<file path="config.mk">
export PLATFORM = sky130hd
export DESIGN_NAME = tdm_slot_mapper
export DESIGN_NICKNAME = d
export VERILOG_FILES = /design/src/rtl/tsa_pkg.sv /design/src/rtl/tsa_frame_fsm.sv /design/src/rtl/tsa_cfg_regs.sv /design/src/rtl/tsa_tx_capture.sv /design/src/rtl/tsa_rx_driver.sv /design/src/rtl/tdm_slot_mapper.sv
export SDC_FILE = /design/constraint.sdc
export NUM_CORES = 1
export LEC_CHECK = 0
export BUFFER_PORTS_ARGS = -buffer_cell sky130_fd_sc_hd__buf_2
export CORE_ASPECT_RATIO = 0.7
export CORE_MARGIN = 1
export CORE_UTILIZATION = 56
export CTS_BUF_LIST = sky130_fd_sc_hd__clkbuf_8
export DETAILED_ROUTE_END_ITERATION = 6
export PLACE_DENSITY = 0.87
export SKIP_CTS_REPAIR_TIMING = 1
export SLEW_MARGIN = 30
export SYNTH_ARGS = -nofsm -noshare
export SYNTH_HDL_FRONTEND = slang
export SYNTH_HIERARCHICAL = 1
export SYNTH_SLANG_ARGS = --single-unit
</file>
<file path="constraint.sdc">
create_clock -name clk -period 2.2 [get_ports clk]
set_input_delay 0.66 -clock clk [delete_from_list [all_inputs] [get_ports clk]]
set_output_delay 0.66 -clock clk [all_outputs]
set_load 0.01 [all_outputs]
</file>
<file path="src/rtl/tsa_pkg.sv">
package tsa_pkg;
    localparam int SLOT_W  = 6;
    localparam int BIT_W   = 3;
    localparam int CNT_W   = SLOT_W + BIT_W;
    localparam int BYTE_W  = 1 << BIT_W;
    localparam int SIG_W   = 2;
    localparam int SUB_W   = BIT_W - 1;
    localparam int REG_W   = 8;
    localparam int ADDR_W  = 3;
    localparam int NUM_B   = 2;

    localparam logic [ADDR_W-1:0] A_TX_B1  = 3'd0;
    localparam logic [ADDR_W-1:0] A_TX_B2  = 3'd1;
    localparam logic [ADDR_W-1:0] A_RX_B1  = 3'd2;
    localparam logic [ADDR_W-1:0] A_RX_B2  = 3'd3;
    localparam logic [ADDR_W-1:0] A_TX_SIG = 3'd4;
    localparam logic [ADDR_W-1:0] A_RX_SIG = 3'd5;

    typedef enum logic {ST_HUNT, ST_RUN} frame_state_t;

    typedef struct packed {
        logic [NUM_B-1:0][SLOT_W-1:0] tx_b_slot;
        logic [NUM_B-1:0][SLOT_W-1:0] rx_b_slot;
        logic [NUM_B-1:0]             rx_b_en;
        logic [SLOT_W-1:0]            tx_sig_slot;
        logic [SUB_W-1:0]             tx_sig_sub;
        logic [SLOT_W-1:0]            rx_sig_slot;
        logic [SUB_W-1:0]             rx_sig_sub;
        logic                         rx_sig_en;
    } tsa_cfg_t;

    function automatic tsa_cfg_t cfg_reset();
        tsa_cfg_t c;
        c = '0;
        c.tx_b_slot[1] = SLOT_W'(1);
        c.rx_b_slot[1] = SLOT_W'(1);
        c.tx_sig_slot  = SLOT_W'(2);
        c.rx_sig_slot  = SLOT_W'(2);
        return c;
    endfunction
endpackage

</file>
<file path="src/rtl/tsa_frame_fsm.sv">
module tsa_frame_fsm
    import tsa_pkg::*;
(
    input  logic             clk,
    input  logic             rst_n,
    input  logic             fsync,
    output frame_state_t     state,
    output logic [CNT_W-1:0] pos,
    output logic             boundary
);
    localparam logic [CNT_W-1:0] LAST_POS = '1;

    frame_state_t     state_nxt;
    logic [CNT_W-1:0] pos_nxt;

    // next-state and output decode
    always_comb begin
        state_nxt = state;
        pos_nxt   = pos;
        boundary  = 1'b0;
        unique case (state)
            ST_HUNT: begin
                if (fsync) begin
                    state_nxt = ST_RUN;
                    pos_nxt   = '0;
                    boundary  = 1'b1;
                end
            end
            ST_RUN: begin
                boundary = fsync || (pos == LAST_POS);
                pos_nxt  = fsync ? '0 : pos + 1'b1;
            end
        endcase
    end

    // state register
    always_ff @(posedge clk or negedge rst_n) begin
        if (!rst_n) begin
            state <= ST_HUNT;
            pos   <= '0;
        end else begin
            state <= state_nxt;
            pos   <= pos_nxt;
        end
    end

    // a sync pulse always restarts the frame at position 0 in RUN
    p_sync_restart_r2: assert property (@(posedge clk) disable iff (!rst_n)
        fsync |=> (state == ST_RUN && pos == '0));
endmodule

</file>
<file path="src/rtl/tsa_cfg_regs.sv">
module tsa_cfg_regs
    import tsa_pkg::*;
(
    input  logic              clk,
    input  logic              rst_n,
    input  logic              we,
    input  logic [ADDR_W-1:0] addr,
    input  logic [REG_W-1:0]  wdata,
    input  logic              boundary,
    output tsa_cfg_t          active
);
    tsa_cfg_t pending;

    always_ff @(posedge clk or negedge rst_n) begin
        if (!rst_n) begin
            pending <= cfg_reset();
        end else if (we) begin
            case (addr)
                A_TX_B1:  pending.tx_b_slot[0] <= wdata[SLOT_W-1:0];
                A_TX_B2:  pending.tx_b_slot[1] <= wdata[SLOT_W-1:0];
                A_RX_B1: begin
                    pending.rx_b_slot[0] <= wdata[SLOT_W-1:0];
                    pending.rx_b_en[0]   <= wdata[REG_W-1];
                    pending.rx_sig_en    <= wdata[REG_W-2];
                end
                A_RX_B2: begin
                    pending.rx_b_slot[1] <= wdata[SLOT_W-1:0];
                    pending.rx_b_en[1]   <= wdata[REG_W-1];
                end
                A_TX_SIG: begin
                    pending.tx_sig_slot <= wdata[REG_W-1:SUB_W];
                    pending.tx_sig_sub  <= wdata[SUB_W-1:0];
                end
                A_RX_SIG: begin
                    pending.rx_sig_slot <= wdata[REG_W-1:SUB_W];
                    pending.rx_sig_sub  <= wdata[SUB_W-1:0];
                end
                default: ;
            endcase
        end
    end

    // shadow copy steering the datapath, loaded only at a frame boundary
    always_ff @(posedge clk or negedge rst_n) begin
        if (!rst_n)        active <= cfg_reset();
        else if (boundary) active <= pending;
    end

    // configuration seen by the datapath changes only at a boundary
    p_cfg_hold_r9: assert property (@(posedge clk) disable iff (!rst_n)
        !boundary |=> $stable(active));
endmodule

</file>
<file path="src/rtl/tsa_tx_capture.sv">
module tsa_tx_capture
    import tsa_pkg::*;
(
    input  logic                           clk,
    input  logic                           rst_n,
    input  logic                           ser_in,
    input  logic                           run,
    input  logic [CNT_W-1:0]               pos,
    input  logic [NUM_B-1:0][SLOT_W-1:0]   tx_b_slot,
    input  logic [SLOT_W-1:0]              tx_sig_slot,
    input  logic [SUB_W-1:0]               tx_sig_sub,
    output logic [NUM_B-1:0][BYTE_W-1:0]   b_data,
    output logic [NUM_B-1:0]               b_vld,
    output logic [SIG_W-1:0]               sig_data,
    output logic                           sig_vld
);
    logic             cap_bit;
    logic             cap_ok;
    logic [CNT_W-1:0] cap_pos;
    logic [SLOT_W-1:0] cap_slot;
    logic [BIT_W-1:0]  cap_idx;

    // the line is sampled on the falling edge, tagged with its position
    always_ff @(negedge clk or negedge rst_n) begin
        if (!rst_n) begin
            cap_bit <= 1'b0;
            cap_ok  <= 1'b0;
            cap_pos <= '0;
        end else begin
            cap_bit <= ser_in;
            cap_ok  <= run;
            cap_pos <= pos;
        end
    end

    assign cap_slot = cap_pos[CNT_W-1:BIT_W];
    assign cap_idx  = cap_pos[BIT_W-1:0];

    for (genvar g = 0; g < NUM_B; g++) begin : g_bch
        logic [BYTE_W-2:0] sr;
        logic [BYTE_W-1:0] data_q;
        logic              vld_q;
        logic              hit;
        assign hit = cap_ok && (cap_slot == tx_b_slot[g]);

        always_ff @(posedge clk or negedge rst_n) begin
            if (!rst_n) begin
                sr     <= '0;
                data_q <= '0;
                vld_q  <= 1'b0;
            end else begin
                vld_q <= 1'b0;
                if (hit) begin
                    sr <= {sr[BYTE_W-3:0], cap_bit};
                    if (cap_idx == '1) begin
                        data_q <= {sr, cap_bit};
                        vld_q  <= 1'b1;
                    end
                end
            end
        end
        assign b_data[g] = data_q;
        assign b_vld[g]  = vld_q;

        // each byte strobe lasts one cycle
        p_strobe_single_r4: assert property (@(posedge clk) disable iff (!rst_n)
            vld_q |=> !vld_q);
    end

    // signalling pair: first bit on even index, second on odd index
    logic sig_first;
    logic sig_hit;
    assign sig_hit = cap_ok && (cap_slot == tx_sig_slot)
                     && (cap_idx[BIT_W-1:1] == tx_sig_sub);

    always_ff @(posedge clk or negedge rst_n) begin
        if (!rst_n) begin
            sig_first <= 1'b0;
            sig_data  <= '0;
            sig_vld   <= 1'b0;
        end else begin
            sig_vld <= 1'b0;
            if (sig_hit) begin
                if (!cap_idx[0]) begin
                    sig_first <= cap_bit;
                end else begin
                    sig_data <= {sig_first, cap_bit};
                    sig_vld  <= 1'b1;
                end
            end
        end
    end

    // the pair strobe lasts one cycle
    p_sig_strobe_single_r5: assert property (@(posedge clk) disable iff (!rst_n)
        sig_vld |=> !sig_vld);
endmodule

</file>
<file path="src/rtl/tsa_rx_driver.sv">
module tsa_rx_driver
    import tsa_pkg::*;
(
    input  logic                           clk,
    input  logic                           rst_n,
    input  logic                           run,
    input  logic                           boundary,
    input  logic [CNT_W-1:0]               pos,
    input  logic [NUM_B-1:0][SLOT_W-1:0]   rx_b_slot,
    input  logic [NUM_B-1:0]               rx_b_en,
    input  logic [SLOT_W-1:0]              rx_sig_slot,
    input  logic [SUB_W-1:0]               rx_sig_sub,
    input  logic                           rx_sig_en,
    input  logic [NUM_B-1:0][BYTE_W-1:0]   rx_b_data,
    input  logic [SIG_W-1:0]               rx_sig_data,
    output logic                           ser_out,
    output logic                           ser_oe
);
    logic [NUM_B-1:0][BYTE_W-1:0] hold_b;
    logic [SIG_W-1:0]             hold_sig;

    // frame snapshot of the line-side data
    always_ff @(posedge clk or negedge rst_n) begin
        if (!rst_n) begin
            hold_b   <= '0;
            hold_sig <= '0;
        end else if (boundary) begin
            hold_b   <= rx_b_data;
            hold_sig <= rx_sig_data;
        end
    end

    logic [SLOT_W-1:0] slot;
    logic [BIT_W-1:0]  idx;
    assign slot = pos[CNT_W-1:BIT_W];
    assign idx  = pos[BIT_W-1:0];

    logic [NUM_B-1:0] hit_b;
    logic [NUM_B-1:0] bit_b;
    for (genvar g = 0; g < NUM_B; g++) begin : g_bsel
        assign hit_b[g] = run && rx_b_en[g] && (slot == rx_b_slot[g]);
        assign bit_b[g] = hold_b[g][~idx];
    end

    logic hit_sig;
    assign hit_sig = run && rx_sig_en && (slot == rx_sig_slot)
                     && (idx[BIT_W-1:1] == rx_sig_sub);

    // fixed priority: B1, then B2, then signalling
    always_comb begin
        ser_oe  = 1'b0;
        ser_out = 1'b0;
        if (hit_b[0]) begin
            ser_oe  = 1'b1;
            ser_out = bit_b[0];
        end else if (hit_b[1]) begin
            ser_oe  = 1'b1;
            ser_out = bit_b[1];
        end else if (hit_sig) begin
            ser_oe  = 1'b1;
            ser_out = hold_sig[~idx[0]];
        end
    end

    // nothing is driven until the frame is aligned
    p_hiz_hunt_r3: assert property (@(posedge clk) disable iff (!rst_n)
        !run |-> !ser_oe);

    // the pad is driven only when some receive channel is enabled
    p_oe_needs_enable_r6: assert property (@(posedge clk) disable iff (!rst_n)
        ser_oe |-> (rx_b_en != '0 || rx_sig_en));
endmodule

</file>
<file path="src/rtl/tdm_slot_mapper.sv">
module tdm_slot_mapper
    import tsa_pkg::*;
(
    input  logic        clk,
    input  logic        rst_n,
    input  logic        fsync,
    input  logic        ser_in,
    output logic        ser_out,
    output logic        ser_oe,
    input  logic        reg_we,
    input  logic [2:0]  reg_addr,
    input  logic [7:0]  reg_wdata,
    output logic [7:0]  tx_b1_data,
    output logic        tx_b1_vld,
    output logic [7:0]  tx_b2_data,
    output logic        tx_b2_vld,
    output logic [1:0]  tx_d_data,
    output logic        tx_d_vld,
    input  logic [7:0]  rx_b1_data,
    input  logic [7:0]  rx_b2_data,
    input  logic [1:0]  rx_d_data
);
    frame_state_t                 state;
    logic [CNT_W-1:0]             pos;
    logic                         boundary;
    logic                         run;
    tsa_cfg_t                     cfg;
    logic [NUM_B-1:0][BYTE_W-1:0] tx_b_data;
    logic [NUM_B-1:0]             tx_b_vld;

    assign run = (state == ST_RUN);

    tsa_frame_fsm u_fsm (
        .clk      (clk),
        .rst_n    (rst_n),
        .fsync    (fsync),
        .state    (state),
        .pos      (pos),
        .boundary (boundary)
    );

    tsa_cfg_regs u_cfg (
        .clk      (clk),
        .rst_n    (rst_n),
        .we       (reg_we),
        .addr     (reg_addr),
        .wdata    (reg_wdata),
        .boundary (boundary),
        .active   (cfg)
    );

    tsa_tx_capture u_tx (
        .clk         (clk),
        .rst_n       (rst_n),
        .ser_in      (ser_in),
        .run         (run),
        .pos         (pos),
        .tx_b_slot   (cfg.tx_b_slot),
        .tx_sig_slot (cfg.tx_sig_slot),
        .tx_sig_sub  (cfg.tx_sig_sub),
        .b_data      (tx_b_data),
        .b_vld       (tx_b_vld),
        .sig_data    (tx_d_data),
        .sig_vld     (tx_d_vld)
    );

    tsa_rx_driver u_rx (
        .clk         (clk),
        .rst_n       (rst_n),
        .run         (run),
        .boundary    (boundary),
        .pos         (pos),
        .rx_b_slot   (cfg.rx_b_slot),
        .rx_b_en     (cfg.rx_b_en),
        .rx_sig_slot (cfg.rx_sig_slot),
        .rx_sig_sub  (cfg.rx_sig_sub),
        .rx_sig_en   (cfg.rx_sig_en),
        .rx_b_data   ({rx_b2_data, rx_b1_data}),
        .rx_sig_data (rx_d_data),
        .ser_out     (ser_out),
        .ser_oe      (ser_oe)
    );

    assign tx_b1_data = tx_b_data[0];
    assign tx_b1_vld  = tx_b_vld[0];
    assign tx_b2_data = tx_b_data[1];
    assign tx_b2_vld  = tx_b_vld[1];
endmodule

</file>
==> impl_metrics.tcl <==
set metrics [dict create \
    fin_util_pct 72.07 \
    synth_area_leaders "dfrtp_1 (53%), mux2_2 (19%), dfrtn_1 (4.1%)" \
    worst_slew_margin_rel_pct 47.26 \
    cts.sinks 161 \
    clkLatencyLatePin_ns 0.46 \
    drv_cap 0 \
    ys_seq_area_share_pct 59.78 \
    cts_buffer_depth 2 \
    drtIter0Drc 208 \
    clk_pin_slew_ns 0.08 \
    synthDistinctLibCells 44 \
    drive_gt1_share_pct 56.67 \
    ys_ff_latch 161 \
    port_buffers 56 \
    status "complete, but fails checks" \
    cp_data_arrival_time_ns 3.32 \
    grt_pass1_wl_um 21920 \
    synth-main-ff-cell "dfrtp_1" \
    finalWirelength_um 14610 \
    cts_htree_levels 4 \
    cp-end-kind "register" \
    core-area_mm2 0.01173 \
    hpwlAfterDp_um 9598 \
    yosysWarnings 6 \
    diodes 0 \
    synth_top_area_share_pct 52.59 \
    worst_pin_slew_ns 0.7911 \
    powerDensity_mw_per_mm2 913.8 \
    gr-total-overflow 0 \
    reg2reg_from "u_tx/cap_pos[3]" \
    first_pass_iters 4 \
    failed_checks "negative setup slack" \
    reg2reg_slack_ns -0.78 \
    setup_viol 38 \
    cp_max_fo 5 \
    cts_tree "done" \
    critPathKind "register to register" \
    whs_ns 0.3072 \
    required_ns 2.54 \
    finClkSkew_ns 0.05776 \
    antenna_found_initial 0 \
    fin_nets 593 \
    grt_pass1_vias 4147 \
    gp_congestion 0.8533 \
    die-area_mm2 0.01252 \
    drc 0 \
    syn_area_per_cell_um2 15.39 \
    hp-class "primary input to asynchronous set/reset pin" \
    routed_via_density 5.542 \
    fp.dieH_um 93.90 \
    wl_per_cell_um 20.10 \
    synth_enable_flop_cells 0 \
    die_width_um 133.3 \
    start_util_pct 57.62 \
    synth_top_area_cell "dfrtp_1" \
    p_leak_nw 3.892 \
    area_growth_pct 25.07 \
    slew_viol_final 0 \
    synthCells 439 \
    rsz0062_at_grt "yes" \
    cts-root-buf "clkbuf_8" \
    core.rowCount 33 \
    hold_viol 0 \
    peakVddDrop_uv 654.6 \
    ios 57 \
    setup-tns-final_ns -25.37 \
    syn-num-nets 475 \
    vias 4029 \
    r2r_cells 6 \
    track_usage_pct 23.68 \
    async_flop_share_pct 100.0 \
    grt_max_degree 66 \
    r2r_end "u_tx/g_bch[1].data_q[7]" \
    cts_buffers 17 \
    cp-start-kind "register" \
    ant_nets 0 \
    fin_ws_ns -0.7791 \
    netlist_area_mm2 0.006756 \
]
==> cell usage in the layout, fill, tap and decap left out, drive strengths merged, types with 5 or more instances in the layout <==
cell,netlist,layout
dfrtp,142,142
mux2,138,138
buf,14,115
xnor2,22,22
clkbuf,3,21
xor2,18,18
dfrtn,11,11
nand3,11,11
inv,6,10
nor2,9,9
dfstp,8,8
nor4,7,7
nand4,5,5
==> worst max-delay path by stage <==
stage | slack [ns] | endpoint | depth (start not counted) | from
CTS | -0.77 | ser_out | 6 | u_cfg/active[4]
floorplan | -0.74 | u_tx/g_bch[1].data_q[0] | 5 | u_tx/cap_pos[3]
global placement | -0.74 | u_tx/g_bch[1].data_q[3] | 5 | u_tx/cap_pos[3]
detailed placement | -0.81 | u_tx/g_bch[1].data_q[3] | 5 | u_tx/cap_pos[1]
global route | -0.80 | u_tx/g_bch[1].data_q[7] | 6 | u_tx/cap_pos[3]
finish | -0.78 | u_tx/g_bch[1].data_q[7] | 6 | u_tx/cap_pos[3]
==> stage by stage <==
step	instance area (um2)	cells	setup slack, ns	total power [mW]
final	8451	727	-0.7791	7.722
after global routing	8451	727	-0.8040	8.073
after CTS	8013	718	-0.7724	7.469
after detailed placement	7605	686	-0.8074	5.277
after global placement	7605	686	-0.7397	5.161
after floorplan	6808	439	-0.7354	4.786
==> power breakdown <==
group          total [mW]  leakage [nW]  internal [mW]  switching [mW]
registers            4.01          1.98           3.56           0.445
logic                1.51          1.71          0.917           0.590
clock network        2.21         0.201           1.10            1.11
total                7.72          3.89           5.58            2.14
==> cell families after synthesis <==
kind of cell	Yosys count	synth area share (%)
and+or+nand+nor	53	5.685
xor gates and xnor gates	40	5.185
AOI/OAI and AO/OA	14	1.463
DFF	161	59.78
muxes	146	25.59
adders and majority gates	2	0.3703
buffers and inverters	23	1.926
==> synthesized netlist by cell type (all sizes together) (2+ instances only) <==
cell type and instances:
a21oi 4, a221o 2, buf 14, clkbuf 3
dfrtn 11, dfrtp 142, dfstp 8, ha 2
inv 6, mux2 138, mux2i 4, mux4 4
nand2 4, nand3 11, nand4 5, nand4b 2
nor2 9, nor3 2, nor4 7, nor4b 2
nor4bb 3, o21ai 3, or3 4, xnor2 22
xor2 18
==> area by class of cell <==
| class | instances | area (um2) |
|---|---|---|
| clock buffer | 20 | 275.3 |
| clock inverter | 12 | 132.6 |
| fill | 725 | 3276 |
| inverter | 6 | 22.52 |
| multi-input combinational | 255 | 2913 |
| sequential | 161 | 4045 |
| tap | 157 | 196.4 |
| timing repair buffer | 116 | 865.8 |
==> state kept, by name (all words and copies together), names as in the netlist <==
register,flops
u_tx/sig_data,2
u_tx/sig_first,1
u_cfg/pending,43
u_rx/hold_b,16
u_cfg/active,43
u_tx/cap_bit,1
u_rx/hold_sig,2
u_tx/g_bch.vld_q,2
u_tx/g_bch.sr,14
u_tx/sig_vld,1
u_fsm/pos,9
u_tx/cap_ok,1
u_fsm/state,1
u_tx/g_bch.data_q,16
u_tx/cap_pos,9
==> worst max-delay path, cell delays in order, from the launching register on <==
cell      delay [ns]
dfrtn_1         0.38
inv_2           0.07
buf_4           0.11
o221ai_1        0.20
or4_4           0.61
buf_6           0.16
mux2_4          0.29
==> metal layers <==
layer	up-vias	GRT usage, %	part of all wire [%]
met5	-	0	0
met4	0	5.966	1.6
met3	24	6.634	4.4
met2	109	38.45	50
met1	2090	31.63	44
li1	1806	-	-
(Power assumes the default switching activity.)
